### config.mk
export PLATFORM = sky130hd
export DESIGN_NAME = hiccup_softstart_seq
export DESIGN_NICKNAME = d
export VERILOG_FILES = /design/src/rtl/hsq_pkg.sv /design/src/rtl/hsq_cycle_timer.sv /design/src/rtl/hsq_ctrl.sv /design/src/rtl/hsq_code_map.sv /design/src/rtl/hiccup_softstart_seq.sv
export SDC_FILE = /design/constraint.sdc
export NUM_CORES = 1
export LEC_CHECK = 0
export ABC_AREA = 1
export BUFFER_PORTS_ARGS = -buffer_cell sky130_fd_sc_hd__clkbuf_2
export CAP_MARGIN = 20
export CORE_MARGIN = 2
export CORE_UTILIZATION = 53
export DETAILED_ROUTE_END_ITERATION = 10
export PLACE_DENSITY = 0.89
export SLEW_MARGIN = 10
export SYNTH_ARGS = -nofsm -noshare
export SYNTH_HDL_FRONTEND = slang
export SYNTH_SLANG_ARGS = --single-unit
### constraint.sdc
create_clock -name clk -period 2.16 [get_ports clk]
set_input_delay 0.432 -clock clk [delete_from_list [all_inputs] [get_ports clk]]
set_output_delay 0.432 -clock clk [all_outputs]
set_load 0.02 [all_outputs]
### src/rtl/hsq_pkg.sv
package hsq_pkg;
   typedef enum logic [1:0] {
      HSQ_IDLE = 2'd0,
      HSQ_RAMP = 2'd1,
      HSQ_REG  = 2'd2,
      HSQ_HIC  = 2'd3
   } hsq_state_e;
endpackage

### src/rtl/hsq_cycle_timer.sv
module hsq_cycle_timer #(
   parameter int RAMP_CYCLES = 2048,
   parameter int DELAY_RAMPS = 3,
   localparam int CNT_W = $clog2(RAMP_CYCLES),
   localparam int DLY_W = (DELAY_RAMPS > 1) ? $clog2(DELAY_RAMPS) : 1
) (
   input  logic             clk,
   input  logic             rst_n,
   input  logic             clear,
   input  logic             run,
   output logic [CNT_W-1:0] cnt,
   output logic             ramp_end,
   output logic             delay_end
);
   logic [DLY_W-1:0] dly;

   assign ramp_end  = run && (cnt == CNT_W'(RAMP_CYCLES - 1));
   assign delay_end = ramp_end && (dly == DLY_W'(DELAY_RAMPS - 1));

   always_ff @(posedge clk) begin
      if (!rst_n || clear) begin
         cnt <= '0;
         dly <= '0;
      end else if (run) begin
         cnt <= ramp_end ? '0 : cnt + 1'b1;
         if (ramp_end) dly <= dly + 1'b1;
      end
   end

   // ramp index never passes the last delay ramp
   assert_delay_index_range_R7: assert property (@(posedge clk) disable iff (!rst_n)
      dly <= DLY_W'(DELAY_RAMPS - 1));
endmodule

### src/rtl/hsq_ctrl.sv
module hsq_ctrl #(
   parameter int RAMP_CYCLES = 2048,
   parameter int DELAY_RAMPS = 3,
   localparam int HIC_LEN = RAMP_CYCLES * DELAY_RAMPS,
   localparam int HL_W = $clog2(HIC_LEN) + 1
) (
   input  logic                clk,
   input  logic                rst_n,
   input  logic                en,
   input  logic                por_ok,
   input  logic                oc_trip,
   input  logic                ramp_end,
   input  logic                delay_end,
   output hsq_pkg::hsq_state_e st,
   output logic                timer_clear,
   output logic                timer_run
);
   import hsq_pkg::*;
   hsq_state_e st_q, nxt;

   always_comb begin
      nxt = st_q;
      if (!en || !por_ok) nxt = HSQ_IDLE;
      else begin
         unique case (st_q)
            HSQ_IDLE: nxt = HSQ_RAMP;
            HSQ_RAMP: if (oc_trip) nxt = HSQ_HIC; else if (ramp_end) nxt = HSQ_REG;
            HSQ_REG:  if (oc_trip) nxt = HSQ_HIC;
            HSQ_HIC:  if (delay_end) nxt = HSQ_RAMP;
            default:  nxt = HSQ_IDLE;
         endcase
      end
   end

   always_ff @(posedge clk) begin
      if (!rst_n) st_q <= HSQ_IDLE;
      else        st_q <= nxt;
   end

   assign st          = st_q;
   assign timer_clear = (nxt != st_q);
   assign timer_run   = (st_q == HSQ_RAMP) || (st_q == HSQ_HIC);

   // checker state: cycles spent in the current hiccup
   logic [HL_W-1:0] hic_len;
   always_ff @(posedge clk) begin
      if (!rst_n || st_q != HSQ_HIC) hic_len <= '0;
      else                            hic_len <= hic_len + 1'b1;
   end

   assert_hiccup_length_R7: assert property (@(posedge clk) disable iff (!rst_n)
      (st_q == HSQ_HIC && nxt == HSQ_RAMP) |-> hic_len == HL_W'(HIC_LEN - 1));
endmodule

### src/rtl/hsq_code_map.sv
module hsq_code_map #(
   parameter int CODE_W = 12,
   parameter int RAMP_CYCLES = 2048,
   localparam int CNT_W = $clog2(RAMP_CYCLES)
) (
   input  logic                clk,
   input  logic                rst_n,
   input  hsq_pkg::hsq_state_e st,
   input  logic [CNT_W-1:0]    cnt,
   output logic [CODE_W-1:0]   code
);
   import hsq_pkg::*;
   logic [CODE_W-1:0] scaled;
   logic              in_ramp;

   assign in_ramp = (st == HSQ_RAMP);

   generate
      if (CODE_W >= CNT_W) begin : g_widen
         assign scaled = CODE_W'(cnt) << (CODE_W - CNT_W);
         assert_code_rises_R4: assert property (@(posedge clk) disable iff (!rst_n)
            in_ramp |=> (!in_ramp || code > $past(code)));
      end else begin : g_narrow
         assign scaled = CODE_W'(cnt >> (CNT_W - CODE_W));
         assert_code_holds_or_rises_R4: assert property (@(posedge clk) disable iff (!rst_n)
            in_ramp |=> (!in_ramp || code >= $past(code)));
      end
   endgenerate

   always_comb begin
      unique case (st)
         HSQ_RAMP: code = scaled;
         HSQ_REG:  code = '1;
         default:  code = '0;
      endcase
   end
endmodule

### src/rtl/hiccup_softstart_seq.sv
module hiccup_softstart_seq #(
   parameter int CODE_W = 12,
   parameter int RAMP_CYCLES = 2048,
   parameter int DELAY_RAMPS = 3
) (
   input  logic              clk,
   input  logic              rst_n,
   input  logic              en,
   input  logic              por_ok,
   input  logic              oc_trip,
   output logic [CODE_W-1:0] ref_code,
   output logic              pwm_inhibit,
   output logic              ramping,
   output logic              regulating
);
   import hsq_pkg::*;
   localparam int CNT_W = $clog2(RAMP_CYCLES);

   generate
      if (RAMP_CYCLES < 2 || (RAMP_CYCLES & (RAMP_CYCLES - 1)) != 0) begin : g_bad_ramp
         $error("RAMP_CYCLES must be a power of two of at least 2");
      end
      if (DELAY_RAMPS < 1) begin : g_bad_delay
         $error("DELAY_RAMPS must be at least 1");
      end
      if (CODE_W < 1) begin : g_bad_code
         $error("CODE_W must be at least 1");
      end
   endgenerate

   hsq_state_e       st;
   logic [CNT_W-1:0] cnt;
   logic             ramp_end, delay_end, timer_clear, timer_run;

   hsq_ctrl #(.RAMP_CYCLES(RAMP_CYCLES), .DELAY_RAMPS(DELAY_RAMPS)) ctrl_i (
      .clk(clk), .rst_n(rst_n), .en(en), .por_ok(por_ok), .oc_trip(oc_trip),
      .ramp_end(ramp_end), .delay_end(delay_end), .st(st),
      .timer_clear(timer_clear), .timer_run(timer_run));

   hsq_cycle_timer #(.RAMP_CYCLES(RAMP_CYCLES), .DELAY_RAMPS(DELAY_RAMPS)) timer_i (
      .clk(clk), .rst_n(rst_n), .clear(timer_clear), .run(timer_run),
      .cnt(cnt), .ramp_end(ramp_end), .delay_end(delay_end));

   hsq_code_map #(.CODE_W(CODE_W), .RAMP_CYCLES(RAMP_CYCLES)) map_i (
      .clk(clk), .rst_n(rst_n), .st(st), .cnt(cnt), .code(ref_code));

   assign ramping     = (st == HSQ_RAMP);
   assign regulating  = (st == HSQ_REG);
   assign pwm_inhibit = (st == HSQ_IDLE) || (st == HSQ_HIC);

   assert_trip_inhibits_R6: assert property (@(posedge clk) disable iff (!rst_n)
      (!pwm_inhibit && oc_trip && en && por_ok) |=> (pwm_inhibit && ref_code == '0));
   assert_full_code_when_regulating_R5: assert property (@(posedge clk) disable iff (!rst_n)
      regulating |-> ref_code == '1);
   assert_disable_goes_idle_R10: assert property (@(posedge clk) disable iff (!rst_n)
      !en |=> (pwm_inhibit && !ramping && !regulating && ref_code == '0));
   assert_bias_loss_goes_idle_R11: assert property (@(posedge clk) disable iff (!rst_n)
      !por_ok |=> (pwm_inhibit && !ramping && !regulating));
   assert_flags_exclusive_R12: assert property (@(posedge clk) disable iff (!rst_n)
      $onehot0({ramping, regulating}) && (pwm_inhibit == !(ramping || regulating)));
endmodule

==> results.txt <==
- Leakage: 0.000538 µW
* Power density relative to cell area: 413 mW/mm²
- Post-route clock period utilization: 97.1%
- Number of primary I/O pins: 20
- Final Instance Area: 0.00119 mm²
* Delay contributed by the slowest stage of the critical path: 0.37 ns
* Placement Cell Area: 0.00114 mm²
* Number of setup violations in the final report: 0
- Half-perimeter wire length after placement: 1640 µm
* Final core utilization: 68.5%
* Clock insertion delay at the later pin of the skew report: 0.29 ns
- DRC violation total after the first TritonRoute iteration: 27
* Antenna fix cells: 0
* Final net count: 181
* Final routed wire length divided by cell count: 11.1 µm
- The number of antenna violations at the first check in global routing is 0.
- After synthesis, the netlist uses 25 different library cells.
- Required arrival time at the worst endpoint: 1.73 ns
- X dimension of the die: 47.5 µm
- Timing analysis after detailed placement gives a worst setup slack of 0.0548 ns.
- Timing-limited maximum frequency: 477 MHz
- Hold violation total from the final report: 0
* Slew at the pin closest to its max-slew limit: 0.292 ns
- From bottom edge to top edge, the die measures 47.5 µm.
- Source of the worst register-to-register timing path: ctrl_i.st[1]
* Hold bufs inserted after CTS: 0
* Run status: finished, final reports clean
* Depth of the worst register-to-register path: 12
- Port buffering added 19 buffers.
- Wire length of the first global-routing pass: 3460 µm
- STA classifies the critical path endpoint as an output port.
* Path type of the worst setup path: reg2out
- Full die area: 0.00225 mm²
* Startpoint Class: flop
* Clock slew at reported path FFs: 0.09 ns
- At the worst endpoint, the arrival time is 1.66 ns.
- Hold Crit Class: in2reg
- R2r setup slk: 0.19 ns
- Effective utilization at floorplan: 57.4%
- IR analysis of the VDD net gives a maximum drop of 0.380 mV.
- Of all nets on the critical path, the largest fanout is 5.
- Worst reg2reg endpoint: timer_i.cnt[9]
- Synthesis handed over a netlist of 145 instances.
- Vias in the first global route: 869
* Register area share after synthesis: 30.0%
- CTS sink count: 15
- The total overflow left after global routing is 0.
- Clock tree synthesis selected as its root buffer the cell clkbuf_4.
* Cell chain of the critical path: inv_1, ha_2, or2_4, nand2_2, a21oi_1, clkbuf_2
- Among all stages on the critical path, the largest delay is contributed by dfxtp_4.
- In this run the worst setup path terminates at ref_code[6].
- In this run the tightest slew margin relative to its limit is 80.4%.
- Synthesis inferred 15 register bits.
- Ys Warns: 0
- Clk buf depth: 2
- Of the cells placed in the final design, the portion with a size suffix greater than 1 is 36.1%.
* Layout fillers: 146
* Worst clock skew: 0.00561 ns
- Max-cap violations: 0
- Post-synthesis instance area: 0.00100 mm²
* Min Clock Period, post-route: 2.10 ns
- Total via count in the routed design: 963
- Number of nets in the synthesized netlist: 156
- Summed over all layers, the routed wires come to 2150 µm.
- Entering global routing, the biggest net connects 14 pins.
- Synth Area per Inst: 6.91 µm²
- Max Transition Viols Final: 0
- Setup total negative slack on the finished layout was measured at 0 ns.
* TritonCTS clock tree: done
- CTS Buf Count: 3
* Number of antenna-violating nets in the routed design: 0
* Setup slack after layout: 0.0633 ns
- Routability-driven placement finished with a final weighted congestion of 0.846.
* Area of the core: 0.00175 mm²
- Using the TritonRoute via totals, the vias-per-cell ratio works out to 4.96.
- In the routed design, unresolved DRC markers number 0.
- The pre-antenna-repair detailed-routing pass consisted of 4 iterations.
- The most critical setup path has its startpoint at ctrl_i.st[0].
* Global-route total usage across every layer: 22.3%
- Compared with the post-synthesis result, the final layout area differs by 19.2%.
- Post-CTS setup repair buffer count: 0
* Number of H-tree levels: 1
* Cell row count: 15
-- cells in the mapped netlist --
| cell type | number | area (µm²) |
|---|---|---|
| nand4_1 | 1 | 6.26 |
| nor2_4 | 1 | 11.3 |
| nand2_4 | 1 | 11.3 |
| dfxtp_1 | 15 | 300 |
| a21oi_1 | 11 | 55.1 |
| or2_2 | 1 | 6.26 |
| inv_2 | 6 | 22.5 |
| nor2_2 | 13 | 81.3 |
| nor2_1 | 13 | 48.8 |
| buf_6 | 1 | 11.3 |
| buf_4 | 1 | 7.51 |
| nor4_1 | 1 | 6.26 |
| a21oi_2 | 1 | 8.76 |
| nand2_1 | 24 | 90.1 |
| inv_1 | 21 | 78.8 |
| a22oi_1 | 1 | 7.51 |
| o21ai_0 | 6 | 30.0 |
| clkbuf_1 | 1 | 3.75 |
| nand2_2 | 4 | 25.0 |
| nor3_1 | 1 | 5.00 |
| xor2_1 | 5 | 43.8 |
| nand3_2 | 1 | 10.0 |
| nor3_4 | 1 | 16.3 |
| ha_1 | 6 | 75.1 |
| nand3_1 | 8 | 40.0 |
-- sequential cells by signal (all words and copies together) (netlist names) --
signal	cells
timer_i.cnt	11
ctrl_i.st	2
timer_i.dly	2
-- final cells by class --
cell class                      count  area, µm²  share of cell area, %
Inverter                           27        101                   8.48
Clock inverter                      1       5.00                  0.419
Tap cell                           25       31.3                   2.62
Multi-Input combinational cell    101        599                   50.2
Sequential cell                    15        305                   25.5
Clock buffer                        3       22.5                   1.88
Timing Repair Buffer               22        130                   10.9
-- what timing repair did --
| action | 4_1_cts | 5_1_grt |
|---|---|---|
| setup endpoints to repair | 11 | 11 |
| pin swaps | 0 | 1 |
| gates resized for setup | 5 | 3 |
| cloned | 0 | 1 |
-- metrics by stage --
| step | total power [µW] | hold WS [ns] | instances |
|---|---|---|---|
| after floorplan | 320 | 0.520 | 145 |
| after global placement | 335 | 0.535 | 189 |
| after detailed placement | 336 | 0.559 | 189 |
| after CTS | 500 | 0.359 | 193 |
| after global routing | 514 | 0.375 | 194 |
| final | 493 | 0.369 | 194 |
-- report_power, final --
part | internal (µW) | total, µW | switching [µW]
clock network | 68.8 | 161 | 92.2
registers | 277 | 279 | 2.01
logic | 20.9 | 53.0 | 32.1
total | 367 | 493 | 126
-- worst min path at each step --
stage	from	end	slack, ns	depth (start not counted)
2_1_floorplan	timer_i.cnt[10]	timer_i.cnt[10]	0.52	2
3_3_place_gp	timer_i.cnt[10]	timer_i.cnt[10]	0.54	2
3_5_place_dp	timer_i.cnt[4]	timer_i.cnt[4]	0.56	2
4_1_cts	rst_n	ctrl_i.st[1]	0.36	3
5_1_grt	rst_n	ctrl_i.st[1]	0.37	3
6_report	rst_n	ctrl_i.st[1]	0.37	3
-- critical path, delay by kind of cell (launching register included) --
kind / cells / cell delay (ns)
AOI/OAI and AO/OA: 1 / 0.16
adders and majority gates: 1 / 0.25
and+or+nand+nor: 2 / 0.26
buffers and inverters: 2 / 0.31
DFF: 1 / 0.37
-- layout by cell type (no fill, tap or decap) --
cell,netlist,layout
xor2_1,5,5
nand4_1,1,1
nor3_1,1,1
nor2_1,13,13
buf_4,1,2
inv_1,21,21
nand2_2,4,5
dfxtp_4,0,1
a22oi_1,1,1
ha_2,0,2
o21ai_0,6,6
buf_12,0,1
nor2_2,13,13
dfxtp_1,15,13
dfxtp_2,0,1
a21oi_2,1,1
inv_2,6,6
a21oi_1,11,11
or2_4,0,1
clkbuf_4,0,3
clkbuf_2,0,19
nand3_2,1,1
clkinv_2,0,1
nor2_4,1,1
nand2_1,24,23
nand3_1,8,8
nor3_4,1,1
nand2_4,1,2
ha_1,6,4
nor4_1,1,1
-- per-layer routing --
layer,up-vias,wire (µm),GRT usage (%)
met3,6,114,4.53
met4,0,49,13.3
met5,-,0,0
met2,27,1000,35.7
li1,500,-,-
met1,430,985,27.4
-- cells by family (layout without fill, tap and decap cells) --
| logic type | Yosys count | count (layout) | share of synthesized area (%) |
|---|---|---|---|
| xor gates and xnor gates | 5 | 5 | 4.37 |
| DFF | 15 | 15 | 30.0 |
| and+or+nand+nor | 70 | 71 | 35.7 |
| AOI/OAI and AO/OA | 19 | 19 | 10.1 |
| buffers and inverters | 30 | 53 | 12.4 |
| adders and majority gates | 6 | 6 | 7.49 |
No activity file was read; power rests on OpenSTA's default activity.
